--- src/rtl/nic_cmd_pkg.sv ---
package nic_cmd_pkg;

    localparam int NUM_IRQ   = 4;
    localparam int NUM_RX    = 5;
    localparam int SW_IDX    = 3;
    localparam int PEND_LSB  = 0;
    localparam int IEN_LSB   = 4;
    localparam int RXEN_LSB  = 8;
    localparam int FAIL_BIT  = 29;
    localparam int STATE_LSB = 30;
    localparam int OP_BIT    = 31;

    localparam logic [2:0] RA_STATUS  = 3'd0;
    localparam logic [2:0] RA_CMD     = 3'd1;
    localparam logic [2:0] RA_ADDR_LO = 3'd2;
    localparam logic [2:0] RA_ADDR_HI = 3'd3;
    localparam logic [2:0] RA_BASE    = 3'd4;

    typedef enum logic [1:0] {
        ST_STOPPED = 2'd0,
        ST_STARTED = 2'd1,
        ST_INIT    = 2'd2,
        ST_BUSY    = 2'd3
    } ctl_state_e;

    typedef struct packed {
        logic                issue;
        logic [NUM_RX-1:0]   rx_en;
        logic [NUM_IRQ-1:0]  irq_en;
        logic [NUM_IRQ-1:0]  irq_clr;
    } cmd_word_t;

    function automatic cmd_word_t decode_cmd(input logic op, input logic [12:0] low);
        cmd_word_t c;
        c.issue   = op;
        c.irq_clr = low[3:0];
        c.irq_en  = low[7:4];
        c.rx_en   = low[12:8];
        return c;
    endfunction

    function automatic logic [31:0] pack_status(
        input logic [NUM_IRQ-1:0] pend,
        input logic [NUM_IRQ-1:0] ien,
        input logic [NUM_RX-1:0]  rxen,
        input logic               fail,
        input ctl_state_e         st
    );
        logic [31:0] s;
        s = '0;
        s[PEND_LSB +: NUM_IRQ] = pend;
        s[IEN_LSB  +: NUM_IRQ] = ien;
        s[RXEN_LSB +: NUM_RX]  = rxen;
        s[FAIL_BIT]            = fail;
        s[STATE_LSB +: 2]      = st;
        return s;
    endfunction

endpackage

--- src/rtl/nic_irq_ctrl.sv ---
module nic_irq_ctrl #(
    parameter int N = 4
) (
    input  logic         clk,
    input  logic         rst,
    input  logic [N-1:0] set_i,
    input  logic [N-1:0] clr_i,
    input  logic         en_we,
    input  logic [N-1:0] en_d,
    output logic [N-1:0] pend_o,
    output logic [N-1:0] en_o,
    output logic         irq_o
);

    logic [N-1:0] pend_q;
    logic [N-1:0] en_q;

    for (genvar i = 0; i < N; i++) begin : g_flag
        always_ff @(posedge clk) begin
            if (rst) begin
                pend_q[i] <= 1'b0;
            end else if (set_i[i]) begin
                pend_q[i] <= 1'b1;
            end else if (clr_i[i]) begin
                pend_q[i] <= 1'b0;
            end
        end
    end

    always_ff @(posedge clk) begin
        if (rst) begin
            en_q <= '0;
        end else if (en_we) begin
            en_q <= en_d;
        end
    end

    assign pend_o = pend_q;
    assign en_o   = en_q;
    assign irq_o  = |(pend_q & en_q);

endmodule

--- src/rtl/nic_addr_latch.sv ---
module nic_addr_latch #(
    parameter int AW = 48
) (
    input  logic           clk,
    input  logic           rst,
    input  logic           lo_we,
    input  logic           hi_we,
    input  logic [31:0]    lo_d,
    input  logic [AW-33:0] hi_d,
    output logic [AW-1:0]  addr_o
);

    localparam int HI_W = AW - 32;

    logic [31:0]     lo_q;
    logic [HI_W-1:0] hi_q;

    always_ff @(posedge clk) begin
        if (rst) begin
            lo_q <= '0;
            hi_q <= '0;
        end else begin
            if (lo_we) lo_q <= lo_d;
            if (hi_we) hi_q <= hi_d;
        end
    end

    assign addr_o = {hi_q, lo_q};

endmodule

--- src/rtl/nic_cmd_fifo.sv ---
module nic_cmd_fifo #(
    parameter int W     = 48,
    parameter int DEPTH = 4
) (
    input  logic                       clk,
    input  logic                       rst,
    input  logic                       push_i,
    input  logic                       pop_i,
    input  logic [W-1:0]               data_i,
    output logic                       valid_o,
    output logic                       full_o,
    output logic [W-1:0]               head_o,
    output logic [$clog2(DEPTH+1)-1:0] count_o
);

    localparam int PW = (DEPTH > 1) ? $clog2(DEPTH) : 1;
    localparam int CW = $clog2(DEPTH + 1);

    logic [W-1:0]  mem [DEPTH];
    logic [PW-1:0] rd_ptr, wr_ptr;
    logic [CW-1:0] count;
    logic          push_ok, pop_ok;

    function automatic logic [PW-1:0] bump(input logic [PW-1:0] p);
        return (p == PW'(DEPTH - 1)) ? '0 : p + 1'b1;
    endfunction

    assign full_o  = (count == CW'(DEPTH));
    assign valid_o = (count != '0);
    assign push_ok = push_i && !full_o;
    assign pop_ok  = pop_i && valid_o;

    always_ff @(posedge clk) begin
        if (rst) begin
            rd_ptr <= '0;
            wr_ptr <= '0;
            count  <= '0;
        end else begin
            if (push_ok) wr_ptr <= bump(wr_ptr);
            if (pop_ok)  rd_ptr <= bump(rd_ptr);
            case ({push_ok, pop_ok})
                2'b10:   count <= count + 1'b1;
                2'b01:   count <= count - 1'b1;
                default: count <= count;
            endcase
        end
    end

    always_ff @(posedge clk) begin
        if (push_ok) mem[wr_ptr] <= data_i;
    end

    assign head_o  = mem[rd_ptr];
    assign count_o = count;

endmodule

--- src/rtl/nic_cmd_port.sv ---
module nic_cmd_port
    import nic_cmd_pkg::*;
#(
    parameter int ADDR_W = 48,
    parameter int QDEPTH = 4
) (
    input  logic              clk,
    input  logic              rst,
    input  logic              reg_we,
    input  logic [2:0]        reg_waddr,
    input  logic [31:0]       reg_wdata,
    input  logic [2:0]        reg_raddr,
    output logic [31:0]       reg_rdata,
    input  logic              ev_cmd_done,
    input  logic              ev_rx_pkt,
    input  logic              ev_tx_done,
    input  logic              ev_cmd_fail,
    output logic              irq,
    output logic              cmdq_valid,
    input  logic              cmdq_pop,
    output logic [ADDR_W-1:0] cmdq_addr,
    output logic [4:0]        rx_filt_en
);

    localparam int HI_W  = ADDR_W - 32;
    localparam int CNT_W = $clog2(QDEPTH + 1);

    logic               cmd_wr, lo_wr, hi_wr, base_wr;
    cmd_word_t          cw;
    logic [NUM_IRQ-1:0] irq_set, irq_clr, pend, ien;
    logic [NUM_RX-1:0]  rxen_q;
    logic [31:0]        cmd_q;
    logic [1:0]         base_q;
    logic               fail_q;
    logic               push, q_full, q_valid, overflow;
    logic [CNT_W-1:0]   q_count;
    logic [ADDR_W-1:0]  cdb_addr;
    ctl_state_e         state;
    logic [31:0]        status;

    assign cmd_wr  = reg_we && (reg_waddr == RA_CMD);
    assign lo_wr   = reg_we && (reg_waddr == RA_ADDR_LO);
    assign hi_wr   = reg_we && (reg_waddr == RA_ADDR_HI);
    assign base_wr = reg_we && (reg_waddr == RA_BASE);
    assign cw      = decode_cmd(reg_wdata[OP_BIT], reg_wdata[12:0]);

    assign irq_set = {cmd_wr && cw.irq_en[SW_IDX], ev_tx_done, ev_rx_pkt, ev_cmd_done};
    assign irq_clr = cmd_wr ? cw.irq_clr : '0;

    nic_irq_ctrl #(.N(NUM_IRQ)) u_irq (
        .clk    (clk),
        .rst    (rst),
        .set_i  (irq_set),
        .clr_i  (irq_clr),
        .en_we  (cmd_wr),
        .en_d   (cw.irq_en),
        .pend_o (pend),
        .en_o   (ien),
        .irq_o  (irq)
    );

    nic_addr_latch #(.AW(ADDR_W)) u_addr (
        .clk    (clk),
        .rst    (rst),
        .lo_we  (lo_wr),
        .hi_we  (hi_wr),
        .lo_d   (reg_wdata),
        .hi_d   (reg_wdata[HI_W-1:0]),
        .addr_o (cdb_addr)
    );

    assign push     = cmd_wr && cw.issue;
    assign overflow = push && q_full;

    nic_cmd_fifo #(.W(ADDR_W), .DEPTH(QDEPTH)) u_fifo (
        .clk     (clk),
        .rst     (rst),
        .push_i  (push),
        .pop_i   (cmdq_pop),
        .data_i  (cdb_addr),
        .valid_o (q_valid),
        .full_o  (q_full),
        .head_o  (cmdq_addr),
        .count_o (q_count)
    );

    always_ff @(posedge clk) begin
        if (rst) begin
            rxen_q <= '0;
            cmd_q  <= '0;
            base_q <= '0;
            fail_q <= 1'b0;
        end else begin
            if (cmd_wr) begin
                rxen_q <= cw.rx_en;
                cmd_q  <= reg_wdata;
            end
            if (base_wr) base_q <= reg_wdata[1:0];
            if (overflow || ev_cmd_fail) begin
                fail_q <= 1'b1;
            end else if (ev_cmd_done) begin
                fail_q <= 1'b0;
            end
        end
    end

    assign state  = q_valid ? ST_BUSY : ctl_state_e'(base_q);
    assign status = pack_status(pend, ien, rxen_q, fail_q, state);

    always_comb begin
        case (reg_raddr)
            RA_STATUS:  reg_rdata = status;
            RA_CMD:     reg_rdata = cmd_q;
            RA_ADDR_LO: reg_rdata = cdb_addr[31:0];
            RA_ADDR_HI: reg_rdata = 32'(cdb_addr[ADDR_W-1:32]);
            RA_BASE:    reg_rdata = {30'd0, base_q};
            default:    reg_rdata = '0;
        endcase
    end

    assign cmdq_valid = q_valid;
    assign rx_filt_en = rxen_q;

endmodule

--- config.mk ---
export PLATFORM = sky130hd
export DESIGN_NAME = nic_cmd_port
export DESIGN_NICKNAME = d
export VERILOG_FILES = /design/src/rtl/nic_cmd_pkg.sv /design/src/rtl/nic_irq_ctrl.sv /design/src/rtl/nic_addr_latch.sv /design/src/rtl/nic_cmd_fifo.sv /design/src/rtl/nic_cmd_port.sv
export SDC_FILE = /design/constraint.sdc
export NUM_CORES = 1
export LEC_CHECK = 0
export BUFFER_PORTS_ARGS = -buffer_cell sky130_fd_sc_hd__buf_4
export CORE_AREA = 3 3 147 149
export DETAILED_ROUTE_END_ITERATION = 10
export DIE_AREA = 0 0 150 152
export PLACE_DENSITY = 0.75
export SLEW_MARGIN = 20
export SYNTH_ARGS = -nofsm -noshare
export SYNTH_HDL_FRONTEND = slang
export SYNTH_SLANG_ARGS = --single-unit
export TNS_END_PERCENT = 50
--- constraint.sdc ---
create_clock -name clk -period 3.1 [get_ports clk]
set_input_delay 0.31 -clock clk [delete_from_list [all_inputs] [get_ports clk]]
set_output_delay 0.31 -clock clk [all_outputs]
set_load 0.1 [all_outputs]
==> results of run 1 <==
worst max-delay path by stage:
stage                     cells past startpoint           endpoint  slack, ns              start
final                                         3      cmdq_addr[25]       0.59           register
after global routing                          3      cmdq_addr[45]       0.49           register
after CTS                                     3      cmdq_addr[45]       0.55           register
after detailed placement                     10  u_fifo.count_o[2]       0.79       reg_waddr[2]
after global placement                        9  u_fifo.count_o[2]       0.88  u_fifo.count_o[2]
after floorplan                               4       reg_rdata[6]      -0.15       reg_raddr[1]
power breakdown:
group	total [mW]	internal (mW)	switching [mW]
registers	4.14	4.10	0.0389
logic	0.712	0.194	0.518
clock network	3.60	2.20	1.40
total	8.46	6.50	1.96
placed cells by master (no fill, tap or decap), drive strengths merged:
cell        n
edfxtp    192
nand2     163
buf       148
dfxtp      96
a21oi      93
mux4       50
clkbuf     34
nor2       32
a22oi      24
inv        17
mux2i      12
a211oi      9
o21ai       7
ha          6
bufinv      6
nor2b       6
mux2        5
and2        4
clkinvlp    4
clkinv      4
o31ai       3
or3         3
and4bb      3
o22ai       2
nand4bb     2
nor3        2
nand3       2
xor2        2
nand4       2
a2bb2oi     1
nor3b       1
and4b       1
nand4b      1
or3b        1
fa          1
sequential cells by signal, indices dropped and copies added (netlist names), 2 cells and up, named ones only:
name	flops
u_fifo.count_o	3
u_fifo.mem	192
u_addr.lo_q	32
u_irq.pend_o	4
u_addr.hi_q	16
rx_filt_en	4
u_fifo.rd_ptr	2
base_q	2
cmd_q	28
u_fifo.wr_ptr	2
stage by stage:
stage	setup TNS [ns]	util
floorplan	-0.768	-
global placement	0	0.612
detailed placement	0	0.612
CTS	0	0.661
global route	0	0.661
finish	0	0.661
cell type report:
cell class,instances,area (um^2)
flip-flops and latches,288,7690
multi-input cells,438,3190
clock buffers,34,742
repair buffers,148,1160
clock inverters,16,248
fillers,1448,6880
inverters,15,56.3
well taps,270,338
worst reg2reg max path: cells and delay by family (launching register included):
kind | cells | cell delay [ns]
buffers and inverters | 2 | 0.16
AOI/OAI and AO/OA | 1 | 0.13
adders and majority gates | 2 | 0.55
DFF | 1 | 0.40
and+or+nand+nor | 3 | 0.88
xor gates and xnor gates | 1 | 0.16
layer usage:
metal,global-route usage,wire (um),vias to the layer above
met5,0,0,-
met4,0.0479,354,0
met3,0.0289,1750,28
met2,0.359,12500,274
met1,0.308,10600,3477
li1,-,-,3178
kinds of logic (layout without fill, tap and decap cells):
logic type                 Yosys count  count (layout)
and+or+nand+nor                    223             223
xor gates and xnor gates             2               2
AOI/OAI and AO/OA                  139             139
DFF                                288             288
adders and majority gates            7               7
muxes                               67              67
buffers and inverters               73             213
==> impl_metrics.py, run 1 <==
metrics = {
    "outcome": {
        "status": "completed",
    },
    "detailed_routing": {
        "postRouteAntennaNets": 0,
        "vias": 6957,
        "vias_per_cell": 5.75,
        "drt_iter0_drc": 606,
        "totalWireLength_mm": 25.2,
        "wire_per_inst_um": 20.8,
        "drtPass1Iterations": 5,
        "drcViolationCount": 0,
    },
    "placement": {
        "pre_cts_slack_ns": 0.788,
        "placed_area_mm2": 0.0124,
        "hpwl_mm": 15.3,
        "numPlacedInstances": 1159,
        "io_buffers": 132,
        "gp_congestion": 0.758,
    },
    "floorplanning": {
        "rows": 52,
        "die_h_um": 152,
        "start_util": 0.553,
        "core-area_mm2": 0.0203,
        "die_area_mm2": 0.0228,
        "io_pins": 133,
        "die_x_um": 150,
    },
    "yosys": {
        "synth_common_cells": "192 x edfxtp_1, 163 x nand2_1, 96 x dfxtp_1, 93 x a21oi_1, 50 x mux4_2",
        "synth_cells": 799,
        "synthXorXnorAreaFrac": 0.00156,
        "synth_top_area_frac": 0.513,
        "synthFlopType": "edfxtp_1",
        "synthArstFlopShare": 0,
        "synth_nets": 852,
        "synth-compound-area-share": 0.0705,
        "synthAdderAreaFrac": 0.00847,
        "yosysWarnings": 0,
        "synth_area_mm2": 0.0112,
        "synth_seq_area_share": 0.684,
        "synth_edf_count": 192,
        "ys_top_cells_by_area": "edfxtp_1 51%, dfxtp_1 17%, mux4_2 10%",
        "yosys.area_share.simple": 0.0838,
        "ys_seq_elements": 288,
        "syn_avg_cell_area_um2": 14.1,
        "synth_mux_area_frac": 0.116,
        "synth.distinct_cells": 37,
        "synth_top_family_by_area": "multiplexers",
        "synthMostInstantiatedCell": "edfxtp_1",
        "yosysTopAreaCell": "edfxtp_1",
    },
    "min_path": {
        "min-delay-start": "reg_wdata[24]",
        "hold_path_depth": 3,
        "worstHoldPathType": "primary input to register",
        "whs_endpoint": "cmd_q[24]",
    },
    "setup_path": {
        "cpLargestDelayFamily": "buffers and inverters",
        "r2r_slack_ns": 0.76,
        "path_cells": "buf_4 -> mux4_2 -> buf_4",
        "critPathBufInv": 2,
        "worst_path_most_repeated_cell": "buf_4",
        "critPathMaxStageDelay_ns": 0.64,
        "r2r-end": "u_fifo.count_o[2]",
        "cp_max_fo": 19,
        "endpoint_kind": "primary output",
        "start_kind": "register",
        "r2r_cells": 9,
        "slowest_stage": "dfxtp_2",
        "path_class": "register to primary output",
        "r2r-start": "u_fifo.count_o[2]",
        "arrival_ns": 2.20,
        "required_ns": 2.79,
    },
    "timing": {
        "hold_viol": 0,
        "skew_ns": 0.0280,
        "fin_hold_ws_ns": 0.0233,
        "rsz0062_at_grt": "no",
        "max-slew-margin-rel": 0.347,
        "drv_slew": 0,
        "finalSetupViolCount": 0,
        "period_share": 0.811,
        "timing.fmax_mhz": 398,
        "finalWorstSetupSlack_ns": 0.586,
        "worst_slew_pin_slew_ns": 0.979,
        "period_needed_ns": 2.51,
    },
    "layout": {
        "drive_gt1_frac": 0.282,
        "syn2layout_area_growth_pct": 19.5,
        "n_antenna_cell": 0,
        "final_nets": 971,
        "fin_area_mm2": 0.0134,
        "layout.cells.non_filler": 1209,
    },
    "clock_network": {
        "cts_root_buf": "clkbuf_16",
        "cts_resized": 0,
        "tritoncts": "done",
        "cts_sinks": 288,
        "cts_buffers": 27,
        "cts_setup_buffers": 0,
        "clk_path_buf_depth": 3,
        "cts-htree-levels": 1,
        "hold_buffers": 0,
        "path_clk_slew_ns": 0.07,
        "clk_latency_ns": 0.54,
    },
    "grt": {
        "grt.overflow.total": 0,
        "grt_usage": 0.216,
        "grt_pass1_vias": 6840,
        "grt_max_degree": 72,
        "antenna_found_initial": 0,
        "grt_pass1_wl_mm": 38.3,
    },
    "power": {
        "ir_drop_v": 0.000407,
        "p_per_area_mw_per_mm2": 630,
        "p_total_mw": 8.46,
        "p_leak_nw": 4.44,
    },
    "flow_run": {
        "timing.max_cap.violations": 0,
    },
}
No activity file was read; power rests on OpenSTA's default activity.
==> run 2, diff against run 1 <==
--- a/config.mk
+++ b/config.mk
@@ -6,9 +6,9 @@
 export NUM_CORES = 1
 export LEC_CHECK = 0
 export BUFFER_PORTS_ARGS = -buffer_cell sky130_fd_sc_hd__buf_4
-export CORE_AREA = 3 3 147 149
+export CORE_AREA = 3 3 151 153
 export DETAILED_ROUTE_END_ITERATION = 10
-export DIE_AREA = 0 0 150 152
+export DIE_AREA = 0 0 154 156
 export PLACE_DENSITY = 0.75
 export SLEW_MARGIN = 20
 export SYNTH_ARGS = -nofsm -noshare
==> constraint.sdc (replaced) <==
create_clock -name clk -period 2.2 [get_ports clk]
set_input_delay 0.22 -clock clk [delete_from_list [all_inputs] [get_ports clk]]
set_output_delay 0.22 -clock clk [all_outputs]
set_load 0.1 [all_outputs]
==> impl_metrics.py, run 2 (synthesized netlist as in run 1, its figures left out) <==
metrics = {
    "outcome": {
        "status": "finished with violations",
        "violations": "negative setup slack",
    },
    "grt": {
        "grt_max_degree": 55,
        "grt_pass1_wl_mm": 41.4,
        "grt_pass1_vias": 7297,
        "grt.overflow.total": 0,
        "antenna_found_initial": 0,
        "grt_usage": 0.220,
    },
    "power": {
        "p_leak_nw": 4.81,
        "p_per_area_mw_per_mm2": 811,
        "p_clk_frac": 0.396,
        "pwr-share-comb": 0.101,
        "p_seq_frac": 0.503,
        "power.share.switching": 0.236,
        "p_switching_mw": 2.74,
        "ir_drop_v": 0.000576,
        "intPower_mw": 8.85,
    },
    "setup_path": {
        "cp_max_fo": 8,
        "crit_cells": 4,
        "path_cells": "buf_12 -> buf_12 -> mux4_2 -> buf_8",
        "critPathMaxStageDelay_ns": 0.57,
        "r2r_slack_ns": 0.09,
        "cp-endpoint": "cmdq_addr[7]",
        "arrival_ns": 1.99,
        "critPathBufInv": 3,
        "endpoint_kind": "primary output",
        "r2r-end": "u_fifo.count_o[2]",
        "start_kind": "register",
        "worst_path_most_repeated_cell": "buf_12",
        "cpLargestDelayFamily": "multiplexers",
        "r2r-start": "u_fifo.count_o[2]",
        "required_ns": 1.98,
        "slowest_stage": "mux4_2",
        "r2r_cells": 9,
        "path_class": "register to primary output",
    },
    "placement": {
        "hpwl_mm": 16.4,
        "io_buffers": 132,
        "gp_congestion": 0.808,
        "placed_area_mm2": 0.0126,
        "numPlacedInstances": 1181,
    },
    "timing": {
        "worst_slew_pin_slew_ns": 0.623,
        "finalSetupViolCount": 3,
        "tns_ns": -0.0104,
        "fin_hold_ws_ns": 0.196,
        "period_needed_ns": 2.21,
        "drv_slew": 0,
        "rsz0062_at_grt": "yes",
        "period_share": 1.00,
        "max-slew-margin-rel": 0.585,
        "timing.fmax_mhz": 453,
        "finalWorstSetupSlack_ns": -0.00771,
        "skew_ns": 0.0156,
        "hold_viol": 0,
    },
    "detailed_routing": {
        "vias_per_cell": 5.63,
        "totalWireLength_mm": 26.8,
        "wire_per_inst_um": 20.9,
        "drt_iter0_drc": 550,
        "vias": 7204,
        "drtPass1Iterations": 5,
        "drcViolationCount": 0,
        "postRouteAntennaNets": 0,
    },
    "floorplanning": {
        "rows": 54,
        "io_pins": 133,
        "die_x_um": 154,
        "die_area_mm2": 0.0240,
        "start_util": 0.518,
        "die_h_um": 156,
        "core-area_mm2": 0.0217,
    },
    "clock_network": {
        "path_clk_slew_ns": 0.06,
        "tritoncts": "done",
        "cts_sinks": 288,
        "cts_root_buf": "clkbuf_16",
        "clk_latency_ns": 0.54,
        "cts_buffers": 28,
        "clk_path_buf_depth": 3,
        "cts-htree-levels": 1,
    },
    "layout": {
        "layout.cells.non_filler": 1280,
        "final_common_cell": "edfxtp_1",
        "regMostFlops": "u_fifo.mem",
        "n_antenna_cell": 0,
        "largest_register_ffs": 192,
        "final_cell_mix": "192 x edfxtp_1, 163 x nand2_1, 110 x buf_4, 91 x dfxtp_1, 90 x a21oi_1",
        "drive_gt1_frac": 0.291,
        "reg.largest.list": "u_fifo.mem: 192 flops, u_addr.lo_q: 32 flops, cmd_q: 28 flops",
        "fin_area_mm2": 0.0143,
        "syn2layout_area_growth_pct": 27.2,
        "final_nets": 1031,
    },
    "min_path": {
        "worstHoldPathType": "primary input to register",
    },
    "flow_run": {
        "timing.max_cap.violations": 0,
    },
}
run 2: changes by cell type in the layout (fill, tap and decap cells not counted), sizes merged:
cell,delta
inv,-1
dlygate4sd3,+37
clkinv,+4
buf,+19
clkbuf,+11
bufinv,-5
clkinvlp,-4
run 2: worst min-delay path by stage:
stage | from | to | slack [ns] | cells past startpoint
2_1_floorplan | ev_rx_pkt | u_irq.pend_o[1] | 0.35 | 2
3_3_place_gp | cmd_q[25] | cmd_q[25] | 0.44 | 2
3_5_place_dp | cmd_q[23] | cmd_q[23] | 0.45 | 2
4_1_cts | rst | u_fifo.count_o[0] | 0.17 | 2
5_1_grt | rst | base_q[0] | 0.20 | 2
6_report | rst | base_q[1] | 0.20 | 2
run 2: metal layers:
metal,up-vias,track usage,part of all wire
met5,-,0,0
met4,0,0.0736,0.028
met3,57,0.0336,0.063
met2,275,0.370,0.50
met1,3566,0.296,0.41
li1,3306,-,-
run 2: layout make-up:
class	instances	area, um^2
Sequential cell	288	7700
Fill cell	1489	7400
Multi-Input combinational cell	438	3220
Timing Repair Buffer	207	2070
Clock buffer	42	815
Tap cell	280	350
Clock inverter	10	78.8
Inverter	15	56.3
run 2: stage by stage:
stage	power, mW	utilization	setup WS [ns]
2_1_floorplan	6.69	-	-0.867
3_3_place_gp	6.97	0.582	0.172
3_5_place_dp	6.98	0.582	0.0207
4_1_cts	11.6	0.647	-0.0211
5_1_grt	11.9	0.659	-0.0638
6_report	11.6	0.659	-0.00771
run 2: worst register-to-register path, stage by stage (launching register included):
cell and delay, ns:
dfxtp_2 0.37, nor3b_4 0.21, nor3_1 0.09, inv_1 0.07, ha_1 0.19, inv_1 0.07, fa_1 0.39, xor2_1 0.16
or3_1 0.33, a21oi_2 0.16
run 2: repair_timing:
item | CTS | global route
hold buffers | 37 | 0
buffers inserted | 3 | 3
resized for setup | 34 | 35
hold endpoints to repair | 91 | 0
endpoints found under the setup margin | 43 | 42
cloned | 0 | 4
pin swaps | 0 | 0
run 2: power groups by stage:
| stage | sequential, mW | combinational, mW | clock, mW |
|---|---|---|---|
| finish | 5.83 | 1.17 | 4.58 |
| global route | 5.84 | 1.22 | 4.88 |
| CTS | 5.83 | 1.12 | 4.66 |
| detailed placement | 5.95 | 1.03 | 0 |
| global placement | 5.95 | 1.02 | 0 |
| floorplan | 5.93 | 0.761 | 0 |
